==> src/rtl/csd_pkg.sv <==
package csd_pkg;
  typedef enum logic [1:0] {
    DIG_ZERO = 2'b00,
    DIG_POS  = 2'b01,
    DIG_NEG  = 2'b11
  } csd_digit_e;
endpackage

==> src/rtl/csd_carry_chain.sv <==
module csd_carry_chain #(
  parameter int N  = 16,
  localparam int DW = N + 1
) (
  input  logic [N-1:0]    bin_i,
  output logic [2*DW-1:0] digits_o
);
  logic [N+1:0] xe;
  logic [DW:0]  c;

  assign xe   = {2'b00, bin_i};
  assign c[0] = 1'b0;

  for (genvar i = 0; i < DW; i++) begin : g_dig
    logic nz;
    // carry is the majority of this bit, the next bit and the incoming carry
    assign c[i+1] = (xe[i] & xe[i+1]) | (xe[i] & c[i]) | (xe[i+1] & c[i]);
    assign nz     = xe[i] ^ c[i];
    assign digits_o[2*i+1:2*i] = nz ? (c[i+1] ? csd_pkg::DIG_NEG : csd_pkg::DIG_POS)
                                    : csd_pkg::DIG_ZERO;
  end
endmodule

==> src/rtl/csd_popcount.sv <==
module csd_popcount #(
  parameter int DW = 17,
  localparam int CW = $clog2(DW + 1)
) (
  input  logic [2*DW-1:0] digits_i,
  output logic [CW-1:0]   cnt_o
);
  always_comb begin
    cnt_o = '0;
    for (int i = 0; i < DW; i++) cnt_o = cnt_o + CW'(digits_i[2*i]);
  end
endmodule

==> src/rtl/csd_recoder.sv <==
module csd_recoder #(
  parameter int N  = 16,
  localparam int DW = N + 1,
  localparam int CW = $clog2(DW + 1)
) (
  input  logic            clk_i,
  input  logic            rst_ni,
  input  logic            valid_i,
  input  logic [N-1:0]    bin_i,
  output logic            valid_o,
  output logic [2*DW-1:0] digits_o,
  output logic [CW-1:0]   nz_cnt_o
);
  logic [2*DW-1:0] dig_d;
  logic [CW-1:0]   cnt_d;

  csd_carry_chain #(.N(N)) u_chain (
    .bin_i    (bin_i),
    .digits_o (dig_d)
  );

  csd_popcount #(.DW(DW)) u_pop (
    .digits_i (dig_d),
    .cnt_o    (cnt_d)
  );

  always_ff @(posedge clk_i or negedge rst_ni) begin
    if (!rst_ni) begin
      valid_o  <= 1'b0;
      digits_o <= '0;
      nz_cnt_o <= '0;
    end else begin
      valid_o <= valid_i;
      if (valid_i) begin
        digits_o <= dig_d;
        nz_cnt_o <= cnt_d;
      end
    end
  end

  function automatic longint digit_sum(input logic [2*DW-1:0] d);
    longint acc = 0;
    for (int i = 0; i < DW; i++)
      if (d[2*i]) acc = d[2*i+1] ? acc - (longint'(1) << i) : acc + (longint'(1) << i);
    return acc;
  endfunction

  function automatic logic adj_nz(input logic [2*DW-1:0] d);
    logic r = 1'b0;
    for (int i = 0; i < DW - 1; i++) r = r | (d[2*i] & d[2*i+2]);
    return r;
  endfunction

  function automatic logic bad_code(input logic [2*DW-1:0] d);
    logic r = 1'b0;
    for (int i = 0; i < DW; i++) r = r | (d[2*i+1] & ~d[2*i]);
    return r;
  endfunction

  AST_LEGAL_CODE: assert property (@(posedge clk_i) disable iff (!rst_ni)
    !bad_code(digits_o));
  AST_VALUE_MATCH: assert property (@(posedge clk_i) disable iff (!rst_ni)
    valid_i |=> digit_sum(digits_o) == longint'($past(bin_i)));
  AST_NON_ADJACENT: assert property (@(posedge clk_i) disable iff (!rst_ni)
    !adj_nz(digits_o));
  AST_CNT_BOUND: assert property (@(posedge clk_i) disable iff (!rst_ni)
    int'(nz_cnt_o) <= (N + 2) / 2);
  AST_VALID_SET: assert property (@(posedge clk_i) disable iff (!rst_ni)
    valid_i |=> valid_o);
  AST_VALID_CLR: assert property (@(posedge clk_i) disable iff (!rst_ni)
    !valid_i |=> !valid_o);
  AST_HOLD: assert property (@(posedge clk_i) disable iff (!rst_ni)
    !valid_i |=> $stable(digits_o) && $stable(nz_cnt_o));
endmodule

==> config.mk <==
export PLATFORM = sky130hd
export DESIGN_NAME = csd_recoder
export DESIGN_NICKNAME = d
export VERILOG_FILES = /design/src/rtl/csd_pkg.sv /design/src/rtl/csd_carry_chain.sv /design/src/rtl/csd_popcount.sv /design/src/rtl/csd_recoder.sv
export SDC_FILE = /design/constraint.sdc
export NUM_CORES = 1
export LEC_CHECK = 0
export BUFFER_PORTS_ARGS = -buffer_cell sky130_fd_sc_hd__buf_4
export CORE_MARGIN = 2
export CORE_UTILIZATION = 35
export DETAILED_ROUTE_END_ITERATION = 6
export PLACE_DENSITY = 0.67
export SLEW_MARGIN = 30
export SYNTH_ARGS = -nofsm -noshare
export SYNTH_HDL_FRONTEND = slang
export SYNTH_SLANG_ARGS = --single-unit
==> constraint.sdc <==
create_clock -name clk_i -period 3.03 [get_ports clk_i]
set_clock_uncertainty 0.05 [all_clocks]
set_input_delay 0.606 -clock clk_i [delete_from_list [all_inputs] [get_ports clk_i]]
set_output_delay 0.606 -clock clk_i [all_outputs]
set_load 0.01 [all_outputs]
==> run_results.csv, run 1 <==
group,metric,value,unit
run_status,status,"finished with violations",
run_status,violations,"negative setup slack",
worst_setup_path,cp_data_required_time,3.15,ns
power_and_ir_drop,clkPwrFrac,0.124,
detailed_routing,first_iter_violations,36,
cts,htreeDepth,2,
cells_and_area,fin_nets,368,
power_and_ir_drop,power_frac_comb,0.629,
detailed_routing,drt-total-wl,5070,microns
placement,dp_hpwl,3790,microns
timing,fin_crit,7.80,ns
worst_setup_path,crit_fanout,2,
cts,cts_tree,"built",
die,ioPinCount,59,
detailed_routing,avgRoutedWirePerCell,12.8,microns
cells_and_area,n_fill_cell,546,
cells_and_area,syn_to_final_growth,60.8,%
synthesis,synth-edff-count,0,
detailed_routing,drt_pass1_iterations,4,
cells_and_area,drive_gt1_frac,0.597,
flow_run,maxCapViolations,0,
cts,clk_pin_slew,0.07,ns
cts,clk_path_buf_depth,2,
synthesis,synth.top_cell.area_share,0.423,
die,die_w,85.2,microns
worst_setup_path,crit_start,"bin_i[2]",
global_route,grt_pass1_wl,8790,microns
timing,maxSlewHeadroom,0.541,
worst_setup_path,cp-start-kind,"primary input",
synthesis,syn_inst,201,
detailed_routing,via_count,1835,
cts,clkSinkCount,39,
timing,tightestPinTransition,0.689,ns
cells_and_area,stdcell_area,3710,sq um
timing,finalCritPeriodShare,2.57,
global_route,grt_start_max_net_pins,60,
synthesis,yosys.area.top_type,"dfrtp_1",
worst_setup_path,endpoint_kind,"flop",
global_route,gr-total-overflow,0,
worst_setup_path,crit_type,"in2reg",
hold_path,hp-class,"in2async",
global_route,track_usage,0.149,
die,rows,29,
power_and_ir_drop,powerDensity,740,nW/um^2
power_and_ir_drop,total_power,2750,uW
cells_and_area,diodes,0,
synthesis,synth.distinct_cells,29,
worst_setup_path,critPathTopFamily,"adder cells",
cts,cts_hold_buf,0,
worst_setup_path,worst-r2r-setup-slack,1.95,ns
power_and_ir_drop,p_int,1750,uW
synthesis,yosysSeqAreaShare,0.423,
worst_setup_path,timing.critical_path.buf_inv,7,
synthesis,yosysWarnings,0,
cts,clock_latency,0.29,ns
worst_setup_path,r2r_start,"nz_cnt_o[3]",
timing,slew_viol_final,0,
timing,max_freq,0.128,GHz
placement,gp_congestion,0.699,
die,coreArea,6350,sq um
synthesis,dominantRegCellSynth,"dfrtp_1",
worst_setup_path,crit_slowest_cell,"fa_1",
cells_and_area,final_common_cell,"buf_4",
detailed_routing,ant_nets,0,
synthesis,synth_area_leaders,"dfrtp_1 (42%), ha_1 (10%), mux2_2 (9.8%)",
placement,dp_worst_setup_slack,-5.17,ns
cells_and_area,fin_util,0.585,
global_route,grt_pass1_vias,1929,
power_and_ir_drop,vdd_drop_max,0.000546,V
synthesis,syn_avg_cell_area,11.5,sq um
placement,io_buffer_count,57,
timing,layout_setup_ws,-4.77,ns
placement,place_area,3430,sq um
worst_setup_path,cpPeakStageDelay,0.51,ns
global_route,antenna_found_initial,0,
power_and_ir_drop,swShare,0.362,
die,initial_utilization,0.364,
cts,clock-root-buffer,"clkbuf_8",
synthesis,ys_ff_latch,39,
synthesis,syn_area,2310,sq um
cts,cts_buffers,5,
timing,grt_setup_unrepaired,"yes",
worst_setup_path,worst_path_most_repeated_cell,"ha_4",
power_and_ir_drop,seqPwrFrac,0.247,
synthesis,async_reset_ff_frac,1.00,
power_and_ir_drop,switchingPower,996,uW
timing,finalHoldViolations,0,
power_and_ir_drop,leakage,0.00182,uW
detailed_routing,drc,0,
die,fp.dieH,85.2,microns
die,dieArea,7260,sq um
worst_setup_path,cp.arrival,7.92,ns
timing,setup_viol,22,
detailed_routing,routed_via_density,4.62,
cells_and_area,final_cell_mix,"buf_4 (104), dfrtp_1 (39), inv_1 (26)",
[cells by family (layout without fill, tap and decap cells)]
kind of cell,count (synthesis),after routing,share of synthesized area
flip-flops,39,39,0.423
buffers and inverters,38,156,0.0732
AND/OR/NAND/NOR,36,36,0.0965
AO/OA/AOI/OAI,34,34,0.0976
adder cells (fa/ha/maj),30,30,0.198
multiplexers,22,22,0.106
other,1,2,0.00162
XOR/XNOR,1,1,0.00379
[area by class of cell]
cell class / count / area [sq um] / share of cell area
multi-input combinational: 125 / 1520 / 0.408
sequential: 39 / 976 / 0.263
timing repair buffer: 117 / 927 / 0.250
inverter: 31 / 116 / 0.0313
tap: 77 / 96.3 / 0.0260
clock buffer: 7 / 76.3 / 0.0206
clock inverter: 1 / 5.00 / 0.00135
[cells in the mapped netlist, drive strengths merged, types with 2 or more instances]
library cell	count
nor2b	13
ha	19
dfrtp	39
nand2b	13
mux2i	2
nand3	3
a21oi	2
o21ai	16
inv	31
a31o	12
mux2	20
fa	11
buf	7
[final timing paths]
| check | endpoint | cells past startpoint |
|---|---|---|
| max in group asynchronous | nz_cnt_o[0] | 1 |
| max | nz_cnt_o[2] | 43 |
| min reg2reg | digits_o[31] | 2 |
| min in group clk_i | digits_o[31] | 2 |
| min | digits_o[24] | 1 |
| max reg2reg | nz_cnt_o[3] | 3 |
[timing repair]
item                       4_1_cts  5_1_grt
gates resized for setup         18        8
setup buffers                    9        7
pin swaps                       26       13
setup endpoints to repair       22       23
[per-stage QoR]
| step | cells | setup TNS (ns) | hold slack [ns] |
|---|---|---|---|
| detailed placement | 376 | -53.06 | 0.446 |
| finish | 397 | -43.83 | 0.235 |
| CTS | 392 | -43.53 | 0.243 |
| floorplan | 202 | -45.50 | 0.260 |
| global placement | 376 | -50.73 | 0.442 |
| global route | 397 | -47.37 | 0.270 |
[sequential cells by signal (all words and copies together) (netlist names)]
signal,flops
digits_o,33
nz_cnt_o,5
valid_o,1
[metal layers]
metal	track usage	share of wire
met1	0.196	0.43
met2	0.248	0.52
met3	0.0282	0.040
met4	0.0476	0.012
met5	0	0
[power by group through the flow]
stage	Clock (uW)	Combinational (uW)	Sequential, uW
6_report	341	1730	679
5_1_grt	378	1930	693
4_1_cts	359	1680	681
3_5_place_dp	0	1490	689
3_3_place_gp	0	1470	687
2_1_floorplan	0	957	732
(Power assumes the default switching activity.)
==> inputs of run 2 (changes only) <==
BUFFER_PORTS_ARGS = unset   (was -buffer_cell sky130_fd_sc_hd__buf_4)
DONT_BUFFER_PORTS = 1   (was unset)
PLACE_DENSITY = 0.59   (was 0.67)
==> run 2 against run 1 <==
Against the previous run: utilization shrank 6.8 points; register-to-register slack lost 0.11 ns; clock power grew 15%; the run still ends with negative setup slack left; critical endpoint unchanged.
==> run_results.csv, run 2 (synthesis gave the netlist of run 1 again) <==
group,metric,value,unit
power_and_ir_drop,vdd_drop_max,0.000536,V
placement,io_buffer_count,0,
cells_and_area,syn_to_final_growth,42.1,%
timing,finalHoldViolations,0,
placement,dpl.cell_count,308,
worst_setup_path,cp-start-kind,"primary input",
placement,dp_worst_setup_slack,-5.03,ns
worst_setup_path,crit_type,"in2reg",
detailed_routing,ant_nets,0,
cts,htreeDepth,2,
timing,fin_crit,7.67,ns
die,coreArea,6350,sq um
worst_setup_path,worst_path_most_repeated_cell,"ha_4",
power_and_ir_drop,clkPwrFrac,0.152,
power_and_ir_drop,switchingPower,958,uW
timing,grt_setup_unrepaired,"yes",
cells_and_area,drive_gt1_frac,0.500,
worst_setup_path,r2r_start,"nz_cnt_o[3]",
global_route,antenna_found_initial,0,
cts,clock_latency,0.29,ns
die,fp.dieH,85.2,microns
worst_setup_path,crit_slowest_cell,"fa_1",
global_route,grt_pass1_vias,1710,
timing,layout_setup_ws,-4.64,ns
hold_path,hp-class,"in2async",
timing,max_freq,0.130,GHz
global_route,grt_start_max_net_pins,60,
global_route,track_usage,0.139,
cts,cts_buffers,5,
power_and_ir_drop,p_int,1630,uW
placement,dp_hpwl,3550,microns
global_route,gr-total-overflow,0,
worst_setup_path,cp_data_required_time,3.15,ns
timing,tns,-42.27,ns
flow_run,maxCapViolations,0,
run_status,status,"finished with violations",
cells_and_area,fin_nets,306,
cts,clk_path_buf_depth,2,
worst_setup_path,crit_start,"bin_i[2]",
die,initial_utilization,0.364,
cells_and_area,largest_register_ff_count,33,
global_route,grt_pass1_wl,8130,microns
worst_setup_path,cpPeakStageDelay,0.48,ns
detailed_routing,drt_pass1_iterations,4,
cts,clk_pin_slew,0.08,ns
run_status,violations,"negative setup slack",
cells_and_area,instances_no_fill,335,
placement,place_area,2920,sq um
worst_setup_path,cp.arrival,7.79,ns
worst_setup_path,crit_fanout,4,
placement,gp_congestion,0.702,
die,die_w,85.2,microns
power_and_ir_drop,powerDensity,789,nW/um^2
cts,cts_tree,"built",
detailed_routing,drc,0,
timing,setup_viol,22,
power_and_ir_drop,power_frac_comb,0.562,
power_and_ir_drop,swShare,0.370,
power_and_ir_drop,leakage,0.00153,uW
detailed_routing,first_iter_violations,39,
cells_and_area,largest-register,"digits_o",
timing,finalCritPeriodShare,2.53,
power_and_ir_drop,seqPwrFrac,0.287,
die,dieArea,7260,sq um
detailed_routing,via_count,1628,
cells_and_area,final_common_cell,"buf_4",
cells_and_area,diodes,0,
detailed_routing,avgRoutedWirePerCell,14.4,microns
detailed_routing,drt-total-wl,4820,microns
timing,slew_viol_final,0,
detailed_routing,routed_via_density,4.86,
cts,clkSinkCount,39,
cells_and_area,final_cell_mix,"buf_4 (45), dfrtp_1 (39), inv_1 (28)",
worst_setup_path,endpoint_kind,"flop",
cts,clock-root-buffer,"clkbuf_8",
cells_and_area,largestRegisters,"digits_o (33), nz_cnt_o (5), valid_o (1)",
die,ioPinCount,59,
cells_and_area,stdcell_area,3280,sq um
die,rows,29,
==> run 2: cell types whose count changed in the layout (fill, tap and decap cells not counted), sizes merged <==
cell    previous run  this run
clkinv             1         0
clkbuf             7         8
buf              117        55
==> run 2: final cells by class <==
type	instances	area, sq um
Clock buffer	8	100
Inverter	31	116
Tap cell	77	96.3
Timing Repair Buffer	55	459
Fill cell	550	3070
Multi-Input combinational cell	125	1530
Sequential cell	39	976
==> run 2: per-stage QoR <==
step           utilization  power (uW)  hold slack (ns)
2_1_floorplan            -        1690            0.260
5_1_grt              0.517        2840            0.104
3_5_place_dp         0.460        2030            0.262
4_1_cts              0.500        2620            0.103
3_3_place_gp         0.460        1970            0.262
6_report             0.517        2590            0.101
==> run 2: power by group through the flow <==
| stage | Clock [uW] | Sequential, uW | Combinational, uW |
|---|---|---|---|
| after floorplan | 0 | 732 | 957 |
| after global placement | 0 | 754 | 1210 |
| after detailed placement | 0 | 755 | 1270 |
| after CTS | 409 | 746 | 1470 |
| after global routing | 429 | 755 | 1660 |
| final | 392 | 742 | 1450 |
==> run 2: critical path, delay by kind of cell <==
family | cells | cell delay (ns)
xor gates and xnor gates | 1 | 0.13
buffers and inverters | 6 | 0.35
and+or+nand+nor | 13 | 1.73
adders and majority gates | 20 | 4.52
AOI/OAI and AO/OA | 1 | 0.17
muxes | 1 | 0.26
==> run 2: final timing paths <==
| check | to | slack, ns | cells after the start |
|---|---|---|---|
| worst max-delay path | nz_cnt_o[2] | -4.64 | 42 |
| worst min-delay path | digits_o[9] | 0.10 | 1 |
| worst max register to register | nz_cnt_o[3] | 1.84 | 3 |
| worst min register to register | nz_cnt_o[1] | 0.53 | 2 |
| max in group asynchronous | digits_o[29] | 2.63 | 1 |
| min in group clk_i | valid_o | 0.30 | 0 |
==> run 2: layer usage <==
metal	track usage	vias up	part of all wire
met1	0.179	809	0.43
met2	0.227	35	0.49
met3	0.0496	4	0.067
met5	0	-	0
li1	-	780	-
met4	0.0303	0	0.0079
==> run 2: timing repair <==
item,CTS,global route
setup buffers,8,12
pin swaps,8,2
hold endpoints to repair,39,0
hold buffers,1,0
resized for setup,15,8
endpoints found under the setup margin,21,22
==> inputs of run 3 (changes only) <==
MAX_ROUTING_LAYER = met4   (was unset)
clock period = 8 ns   (was 3.03 ns; I/O delays follow)
==> run 3 against run 2 <==
Against the previous run: the run still ends with negative setup slack left; cell area fell by 8.2%; via count fell by 7.0%; utilization fell by 4.3 points; die area did not move; count of clock-buffer cells in the layout fell by 2; first-iteration DRC count fell by 21%; sequential cell count did not move; combinational power fell by 64%; worst hold slack improved by 0.43 ns; worst setup slack improved by 4.0 ns.
==> run_results.csv, run 3 (synthesis gave the netlist of run 1 again) <==
group,metric,value,unit
run_status,status,"finished with violations",
run_status,violations,"negative setup slack",
power_and_ir_drop,swShare,0.370,
cells_and_area,final_common_cell,"dfrtp_1",
global_route,grt_pass1_wl,7480,microns
timing,whs,0.526,ns
cells_and_area,largestRegisters,"digits_o (33), nz_cnt_o (5), valid_o (1)",
detailed_routing,drc,0,
power_and_ir_drop,power_frac_comb,0.563,
cells_and_area,final_cell_mix,"dfrtp_1 (39), buf_4 (38), inv_1 (28)",
placement,io_buffer_count,0,
die,fp.dieH,85.2,microns
worst_setup_path,endpoint_kind,"flop",
power_and_ir_drop,seqPwrFrac,0.304,
timing,fin_crit,8.63,ns
global_route,use_met1,0.163,
detailed_routing,ant_nets,0,
worst_setup_path,crit_type,"in2reg",
cts,clkSinkCount,39,
cells_and_area,diodes,0,
timing,grt_setup_unrepaired,"yes",
global_route,top_usage_layer,"met2",
cells_and_area,syn_to_final_growth,30.4,%
detailed_routing,routed_via_density,4.79,
placement,dp_hpwl,3320,microns
worst_setup_path,crit_fanout,4,
worst_setup_path,timing.critical_path.buf_inv,6,
global_route,grt_pass1_vias,1575,
cells_and_area,fin_nets,289,
detailed_routing,via_count,1514,
die,rows,29,
power_and_ir_drop,clkPwrFrac,0.133,
die,coreArea,6350,sq um
cells_and_area,largest-register,"digits_o",
timing,slew_viol_final,0,
cells_and_area,fin_util,0.474,
global_route,gr-total-overflow,0,
timing,max_freq,0.116,GHz
cts,clock-root-buffer,"clkbuf_8",
timing,setup_viol,5,
cts,htreeDepth,2,
die,ioPinCount,59,
detailed_routing,drt-total-wl,4500,microns
global_route,grt_start_max_net_pins,60,
cts,clock_latency,0.28,ns
global_route,antenna_found_initial,0,
worst_setup_path,cp-start-kind,"primary input",
worst_setup_path,cp.arrival,8.74,ns
worst_setup_path,worst_path_most_repeated_cell,"ha_4",
detailed_routing,drt_pass1_iterations,4,
cts,clk_pin_slew,0.07,ns
worst_setup_path,worst-r2r-setup-slack,6.90,ns
worst_setup_path,cp_data_required_time,8.12,ns
worst_setup_path,cpPeakStageDelay,0.47,ns
cells_and_area,stdcell_area,3010,sq um
power_and_ir_drop,switchingPower,341,uW
worst_setup_path,critPathTopFamily,"adder cells",
placement,gp_congestion,0.785,
cells_and_area,n_fill_cell,595,
cells_and_area,largest_register_ff_count,33,
power_and_ir_drop,p_int,580,uW
cts,cts_buffers,5,
worst_setup_path,crit_slowest_cell,"fa_1",
power_and_ir_drop,vdd_drop_max,0.000302,V
detailed_routing,avgRoutedWirePerCell,14.2,microns
flow_run,maxCapViolations,0,
timing,finalCritPeriodShare,1.08,
timing,finalHoldViolations,0,
die,initial_utilization,0.364,
placement,place_area,2840,sq um
global_route,use_met3,0.0379,
detailed_routing,first_iter_violations,31,
cells_and_area,drive_gt1_frac,0.444,
die,die_w,85.2,microns
global_route,track_usage,0.134,
die,dieArea,7260,sq um
cts,cts_tree,"built",
cts,clk_path_buf_depth,2,
hold_path,hp-class,"reg2reg",
global_route,grt_util_met2,0.210,
power_and_ir_drop,powerDensity,306,nW/um^2
power_and_ir_drop,leakage,0.00138,uW
timing,layout_setup_ws,-0.625,ns
[run 3: worst paths after layout]
kind,startpoint,endpoint,depth (start not counted)
worst max-delay path,bin_i[2],nz_cnt_o[2],42
max in group asynchronous,rst_ni,digits_o[29],0
worst max register to register,nz_cnt_o[3],nz_cnt_o[3],3
worst min register to register,digits_o[3],digits_o[3],2
min in group asynchronous,rst_ni,digits_o[12],0
worst min-delay path,digits_o[3],digits_o[3],2
[run 3: timing repair]
item / 4_1_cts / 5_1_grt
buffers inserted: 6 / 4
hold buffers: 0 / 0
endpoints found under the setup margin: 5 / 5
hold endpoints to repair: 0 / 0
pin swaps: 14 / 2
gates resized for setup: 4 / 2
[run 3: per-layer routing]
metal,vias up,share of wire
met5,-,0
met1,729,0.45
met4,0,0.016
met2,36,0.47
met3,5,0.063
li1,744,-
[run 3: power groups by stage]
stage	registers (uW)	logic [uW]	clock network (uW)
finish	280	518	123
global route	285	592	136
CTS	282	509	131
detailed placement	285	464	0
global placement	286	452	0
floorplan	277	357	0
[run 3: layout make-up]
class / instances / area, sq um / share of cell area
multi-input cells: 125 / 1460 / 0.486
flip-flops and latches: 39 / 976 / 0.324
repair buffers: 38 / 285 / 0.0948
inverters: 31 / 116 / 0.0387
well taps: 77 / 96.3 / 0.0320
clock buffers: 6 / 72.6 / 0.0241
[run 3: metrics by stage]
stage / std cells / setup WS, ns / TNS (ns) / power, uW
floorplan: 202 / -0.872 / -3.47 / 634
global placement: 300 / -0.981 / -4.15 / 738
detailed placement: 300 / -1.04 / -4.39 / 749
CTS: 312 / -0.669 / -2.59 / 921
global route: 316 / -0.851 / -3.51 / 1010
finish: 316 / -0.625 / -2.39 / 922
[run 3: worst reg2reg max path: stages (launching register included)]
cell and delay [ns]:
dfrtp_1 0.42, nor2b_1 0.15, a311oi_1 0.23, o211ai_1 0.12
